`src/rtl/gd_fault_pkg.sv`:
```
package gd_fault_pkg;

    typedef enum logic [1:0] {
        GATE_LOW  = 2'b00,
        GATE_HIGH = 2'b01,
        GATE_HIZ  = 2'b10
    } gate_ctl_e;

    localparam int NUM_CH = 2;

    function automatic int cnt_width(input int maxv);
        return (maxv < 2) ? 1 : $clog2(maxv + 1);
    endfunction

    // Output mode priority: latched fault, then soft shutdown, then command.
    function automatic gate_ctl_e gate_pick(input logic rst_i, input logic flt,
                                            input logic ssd, input logic cmd);
        if (rst_i || flt) return GATE_LOW;
        if (ssd)          return GATE_HIZ;
        return cmd ? GATE_HIGH : GATE_LOW;
    endfunction

endpackage

```
`src/rtl/gd_desat_qual.sv`:
```
module gd_desat_qual
    import gd_fault_pkg::*;
#(
    parameter int FILT_CYC  = 3,
    parameter int BLANK_CYC = 8
) (
    input  logic clk,
    input  logic rst,
    input  logic cmd_on,
    input  logic desat_raw,
    output logic desat_ok
);
    localparam int FW = cnt_width(FILT_CYC);
    localparam int BW = cnt_width(BLANK_CYC);
    localparam logic [FW-1:0] FILT_END  = FW'(FILT_CYC);
    localparam logic [BW-1:0] BLANK_END = BW'(BLANK_CYC);

    logic [FW-1:0] filt_q;
    logic [BW-1:0] blank_q;

    // Blanking window: counts edges since the command turned on.
    always_ff @(posedge clk) begin
        if (rst || !cmd_on)
            blank_q <= '0;
        else if (blank_q != BLANK_END)
            blank_q <= blank_q + 1'b1;
    end

    // Glitch filter: counts consecutive edges with the comparator high.
    always_ff @(posedge clk) begin
        if (rst || !cmd_on || !desat_raw)
            filt_q <= '0;
        else if (filt_q != FILT_END)
            filt_q <= filt_q + 1'b1;
    end

    assign desat_ok = cmd_on && (blank_q == BLANK_END) && (filt_q == FILT_END);

endmodule

```
`src/rtl/gd_ssd_timer.sv`:
```
module gd_ssd_timer
    import gd_fault_pkg::*;
#(
    parameter int SSD_CYC = 12
) (
    input  logic clk,
    input  logic rst,
    input  logic start,
    output logic active,
    output logic finish
);
    localparam int SW = cnt_width(SSD_CYC);
    localparam logic [SW-1:0] LAST = SW'(SSD_CYC - 1);

    logic [SW-1:0] cnt_q;
    logic          act_q;

    always_ff @(posedge clk) begin
        if (rst) begin
            act_q <= 1'b0;
            cnt_q <= '0;
        end else if (act_q) begin
            if (cnt_q == LAST) begin
                act_q <= 1'b0;
                cnt_q <= '0;
            end else begin
                cnt_q <= cnt_q + 1'b1;
            end
        end else if (start) begin
            act_q <= 1'b1;
            cnt_q <= '0;
        end
    end

    assign active = act_q;
    assign finish = act_q && (cnt_q == LAST);

endmodule

```
`src/rtl/gd_fault_latch.sv`:
```
module gd_fault_latch (
    input  logic clk,
    input  logic rst,
    input  logic ssd_any,
    input  logic ssd_done,
    input  logic hard_req,
    input  logic clr_req,
    output logic fault
);
    logic flt_q;

    always_ff @(posedge clk) begin
        if (rst)
            flt_q <= 1'b0;
        else if (ssd_done)
            flt_q <= 1'b1;
        else if (!ssd_any && hard_req)
            flt_q <= 1'b1;
        else if (clr_req && !ssd_any && !hard_req)
            flt_q <= 1'b0;
    end

    assign fault = flt_q;

endmodule

```
`src/rtl/gd_fault_seq.sv`:
```
module gd_fault_seq
    import gd_fault_pkg::*;
#(
    parameter int FILT_CYC  = 3,
    parameter int BLANK_CYC = 8,
    parameter int SSD_CYC   = 12
) (
    input  logic       clk,
    input  logic       rst,
    input  logic [1:0] cmd_on,
    input  logic [1:0] desat_raw,
    input  logic       uv_flag,
    input  logic       ext_sd,
    input  logic       fault_clr,
    output logic [1:0] gate_hs,
    output logic [1:0] gate_ls,
    output logic [1:0] ssd_pd_en,
    output logic       ssd_busy_n,
    output logic       fault
);
    logic [NUM_CH-1:0] qual, act, fin, start;
    gate_ctl_e         gsel [NUM_CH];
    logic              hard_req, flt;

    assign hard_req = uv_flag | ext_sd;

    for (genvar ch = 0; ch < NUM_CH; ch++) begin : g_ch
        gd_desat_qual #(.FILT_CYC(FILT_CYC), .BLANK_CYC(BLANK_CYC)) u_qual (
            .clk      (clk),
            .rst      (rst),
            .cmd_on   (cmd_on[ch]),
            .desat_raw(desat_raw[ch]),
            .desat_ok (qual[ch])
        );

        assign start[ch] = qual[ch] && !flt && !hard_req;

        gd_ssd_timer #(.SSD_CYC(SSD_CYC)) u_ssd (
            .clk   (clk),
            .rst   (rst),
            .start (start[ch]),
            .active(act[ch]),
            .finish(fin[ch])
        );

        assign gsel[ch] = gate_pick(rst, flt, act[ch], cmd_on[ch]);
    end

    gd_fault_latch u_latch (
        .clk     (clk),
        .rst     (rst),
        .ssd_any (|act),
        .ssd_done(|fin),
        .hard_req(hard_req),
        .clr_req (fault_clr),
        .fault   (flt)
    );

    assign gate_hs    = gsel[0];
    assign gate_ls    = gsel[1];
    assign ssd_pd_en  = act;
    assign ssd_busy_n = ~(|act);
    assign fault      = flt;

endmodule

```
`config.mk`:
```
export PLATFORM = sky130hd
export DESIGN_NAME = gd_fault_seq
export DESIGN_NICKNAME = d
export VERILOG_FILES = /design/src/rtl/gd_fault_pkg.sv /design/src/rtl/gd_desat_qual.sv /design/src/rtl/gd_ssd_timer.sv /design/src/rtl/gd_fault_latch.sv /design/src/rtl/gd_fault_seq.sv
export SDC_FILE = /design/constraint.sdc
export NUM_CORES = 1
export LEC_CHECK = 0
export ABC_AREA = 1
export ABC_CLOCK_PERIOD_IN_PS = 3600
export BUFFER_PORTS_ARGS = -buffer_cell sky130_fd_sc_hd__buf_2
export CORE_UTILIZATION = 40
export DETAILED_ROUTE_END_ITERATION = 10
export PLACE_DENSITY = 0.64
export SLEW_MARGIN = 30
export SYNTH_ARGS = -nofsm -noshare
export SYNTH_HDL_FRONTEND = slang
export SYNTH_HIERARCHICAL = 1
export SYNTH_SLANG_ARGS = --single-unit
export TNS_END_PERCENT = 100
```
`constraint.sdc`:
```
create_clock -name clk -period 3.6 [get_ports clk]
set_input_delay 0.72 -clock clk [delete_from_list [all_inputs] [get_ports clk]]
set_output_delay 0.72 -clock clk [all_outputs]
set_load 0.1 [all_outputs]
```
* Word-level counts from Yosys, hierarchy flattened *
Index checks and enable logic that the tools add are counted.

storage, ports and cells
  bits in registers = 23
  bits of input ports = 9
  word-level logic and storage cells = 86

operators by class
  $add $sub $neg = 6
  equal/unequal tests = 10
  muxes and demuxes = 29
  bitwise gates (word level) = 2
  reduce and logical (&&, ||, !) cells = 30

operator list
  kind                                                           number
  4-bit 2-to-1 mux                                               6
  4-bit by 1-bit adder with 4-bit output, second input constant  4
  4-bit equality test, second input constant                     4
  1-bit 2-to-1 mux                                               16
  2-bit 2-to-1 mux                                               7
  1-bit logical AND                                              13
  4-bit != test, second input constant                           2
  1-bit zero test                                                7
  1-bit logical OR                                               5
  2-bit by 1-bit adder with 2-bit output, second input constant  2
  2-bit equality test, second input constant                     2
  2-bit != test, second input constant                           2
  2-bit nonzero test                                             2
  2-bit OR reduction                                             2
  3-bit nonzero test                                             1
  1-bit inverter                                                 1
  1-bit bitwise OR                                               1

* Longest topological paths before layout *
  word-level depth = 7
  gate-level depth with buffers = 10

* Hierarchy *
The synthesis kept the hierarchy.

by module, submodules not included
  module          times used  cells each  area each (µm²)  sequential area each (µm²)
  gd_desat_qual   2           44          312.8            120.1
  gd_ssd_timer    2           35          246.5            100.1
  gd_fault_seq    1           21          86.3             0.0
  gd_fault_latch  1           6           41.3             20.0

* Least setup slack after synthesis *
Ideal clock, no wire load.

  path type = flip-flop to output port
  start point = register g_ch[1].u_ssd.act_q
  end point = output port gate_ls[1]
  arrival = 2.480 ns
  required time = 2.880 ns
  setup slack = 0.400 ns
  stages on the path, launching flop included = 3
  path buffers = 0
  cells stage by stage = dfxtp_1 inv_1 nor2_1

between the ends
  cells in the longest elaborated chain, start to end = 4
  elaborated cells on any way between the ends = 5

RTL lines
  item                           line                RTL
  from (decl)                    gd_ssd_timer.sv:16  logic act_q;
  from (signal assigned)         gd_ssd_timer.sv:20  act_q <= 1'b0;
  from (signal assigned)         gd_ssd_timer.sv:24  act_q <= 1'b0;
  from (signal assigned)         gd_ssd_timer.sv:30  act_q <= 1'b1;
  1-bit 2-to-1 mux (2 in a row)  gd_fault_pkg.sv:19  if (ssd) return GATE_HIZ;
  2-bit 2-to-1 mux *             gd_fault_pkg.sv:20  return cmd ? GATE_HIGH : GATE_LOW;
  2-bit 2-to-1 mux *             gd_fault_pkg.sv:19
  to (decl)                      gd_fault_seq.sv:16  output logic [1:0] gate_ls,

Every way passes the cells marked *; elsewhere a longest branch is shown, timed or not. The select of a mux whose other input is x is not followed.

* Worst setup path after layout *
  start point = input port rst
  end point = output port gate_hs[0]

between the ends
  cells in the longest elaborated chain, start to end = 3

RTL lines
  item              line                RTL
  from (decl)       gd_fault_seq.sv:9   input logic rst,
  1-bit logical OR  gd_fault_pkg.sv:18  if (rst_i || flt) return GATE_LOW;
  1-bit 2-to-1 mux  gd_fault_pkg.sv:18
  2-bit 2-to-1 mux  gd_fault_pkg.sv:19
  to (decl)         gd_fault_seq.sv:15  output logic [1:0] gate_hs,

No other way between the ends.

==> flow_summary.ini <==
[status]
status = complete, but fails checks
violations = DRC

[synthesis]
yosys-top-cells-count = nand2_1, inv_1, nor2_1
yosys.area.top_type = dfxtp_1
yosys.cell_types.count = 17
ys_seq_area_frac = 0.369
syn_avg_cell_area_sq_um = 6.74
netlist_area_sq_um = 1250
ys.flop_type = dfxtp_1
synth_top_area_share = 0.369
netlist_instances = 185
ys_ff_latch = 23
synth_nets = 202
synth_edf_count = 0
synthArstFlopShare = 0
synthesis.yosys.warnings = 6
synthTopCellsByArea = dfxtp_1, nand2_1, inv_1, nor2_1, ha_1
yosysMostFrequentCell = nand2_1

[cts]
post_cts_buffers = 0
clk_latency_ns = 0.30
clockBufferDepth = 2
clock_sinks = 23
cts_hold_buf = 0
cts_tree = done
htreeDepth = 1
cts_root_buffer = clkbuf_4
cts_inserted_buffers = 3
cts_resized = 0
clk_pin_slew_worst_paths_ns = 0.12

[power_and_ir_drop]
clkPwrFrac = 0.273
leakage_nw = 0.683
power_frac_comb = 0.106
cellPowerDensity_nw_per_um2 = 304
swShare = 0.257
switching_power_mw = 0.109
seq_power_share = 0.621
p_int_mw = 0.314
peakVddDrop_uv = 155

[timing]
holdWs_ns = 0.479
clock.fmax_mhz = 422
setup_tns_ns = 0
rsz0062_at_grt = false
slew_violations = 0
period_minus_slack_ns = 2.37
setup_viol = 0
relSlewSlack = 0.679
skew_ns = 0.00317
worst_slew_pin_slew_ns = 0.485
period_share = 0.658
finalHoldViolCount = 0

[min_path]
min_path_type = reg2reg
hold_path_end = g_ch[1].u_qual/filt_q[1]
min_from = g_ch[1].u_qual/filt_q[1]
hold_depth = 2

[layout]
drive_above_1_share = 0.166
multi_input_area_sq_um = 673
fillers = 298
utilization = 0.488
nNetsFinal = 223
n_antenna_cell = 0
area_growth_pct = 11.6
fin_area_sq_um = 1390
fin_cells = 236
register_area_sq_um = 460

[place]
place_area_sq_um = 1370
dp.cells = 232
port_buffers = 16
place_congestion = 0.781
dp_hpwl_mm = 1.81

[worst_setup_path]
r2r_end = g_ch[1].u_ssd/cnt_q[2]
rr_startpoint = g_ch[1].u_qual/blank_q[0]
crit_required_ns = 2.88
critPathTopFamily = buffers and inverters
r2r_setup_slack_ns = 2.11
crit_path_cell_trace = buf_2 -> inv_1 -> nand2_2 -> nor2_1 -> buf_2
cp-start-kind = input pin
crit_slowest_cell = buf_2
path_max_fanout = 14
rr_worst_depth = 9
worst-path-buf-inv = 3
critPathKind = in2out
crit_top_cell = buf_2
crit_arrival_ns = 1.65
cpPeakStageDelay_ns = 0.43
crit_path_end_kind = output port

[floorplanning]
start_util = 0.437
die_w_um = 57.8
io_pins = 17
fp-row-count = 19
die_y_um = 57.8
core_area_sq_um = 2850
die_area_sq_um = 3340

[global_route]
antenna_found_initial = 0
track_usage = 0.153
gr-usage-met2 = 0.264
met3_usage = 0.0268
grt_pass1_wl_mm = 4.02
gr-max-usage-layer = met2
grt_start_max_net_pins = 15
grt_util_met1 = 0.192
grt_overflow = 0
grt_pass1_vias = 976

[drt]
drtAntennaViolNets = 0
first_iter_violations = 31
dr.pass1.iters = 7
wl_per_cell_um = 9.53
drt_wl_total_mm = 2.25
drc = 2
route.vias.total = 1121
via_per_inst = 4.75

[job]
cap_violations = 0
[how the worst max path moves through the flow]
stage	to	cells past startpoint	start
detailed placement	gate_hs[0]	5	rst
finish	gate_hs[0]	5	rst
CTS	gate_hs[0]	5	rst
global route	gate_hs[0]	5	rst
floorplan	gate_ls[1]	2	g_ch[1].u_ssd/active
global placement	gate_hs[1]	5	rst
[layout by cell type, fill, tap and decap left out]
cell      Yosys  layout
a21oi_2       2       2
nor2_4        2       2
inv_2         1       1
nor3_1        4       4
nand2_2       2       2
or2_1         1       1
clkbuf_1      0       1
dfxtp_1      23      23
nor2_2        6       6
ha_1          8       8
xor2_1        4       4
a21oi_1      10      10
clkbuf_4      0       3
nor2_1       29      29
inv_1        29      29
nand4_1       2       2
nand3_1       4       4
nand3_2       2       2
nand2_1      56      56
buf_2         0      16
[area by class of cell]
cell class / instances / share of cell area
well taps: 31 / 0.0279
multi-input cells: 132 / 0.484
flip-flops and latches: 23 / 0.331
repair buffers: 16 / 0.0576
inverters: 30 / 0.0809
clock buffers: 4 / 0.0189
[per-layer routing]
metal | vias up | wire, um
met4 | 0 | 19
met3 | 2 | 68
met2 | 14 | 1050
li1 | 603 | -
met5 | - | 0
met1 | 502 | 1110
[power groups by stage]
| stage | Combinational, mW | Sequential (mW) | Clock [mW] |
|---|---|---|---|
| finish | 0.0448 | 0.263 | 0.116 |
| global route | 0.0502 | 0.263 | 0.133 |
| global placement | 0.0438 | 0.268 | 0 |
| CTS | 0.0454 | 0.263 | 0.123 |
| detailed placement | 0.0451 | 0.269 | 0 |
| floorplan | 0.0267 | 0.273 | 0 |
[registers in the layout (all words and copies together), names as in the netlist]
name,flops
g_ch.u_ssd/cnt_q,8
u_latch/fault,1
g_ch.u_ssd/active,2
g_ch.u_qual/filt_q,4
g_ch.u_qual/blank_q,8
[tightest hold or removal path: stages, from the launching register on]
cell	delay, ns
dfxtp_1	0.34
nand2_1	0.05
a21oi_1	0.06
[through the flow]
stage	total power [mW]	setup WS (ns)
finish	0.423	1.23
global route	0.447	1.16
CTS	0.431	1.22
detailed placement	0.314	1.22
global placement	0.312	1.25
floorplan	0.300	0.400
[logic make-up after synthesis]
kind of cell,after synthesis,share of synthesized area
DFF,23,0.369
buffers and inverters,30,0.0904
xor gates and xnor gates,4,0.0281
and+or+nand+nor,108,0.378
adders and majority gates,8,0.0803
AOI/OAI and AO/OA,12,0.0542
Power figures use the tool's default switching activity.
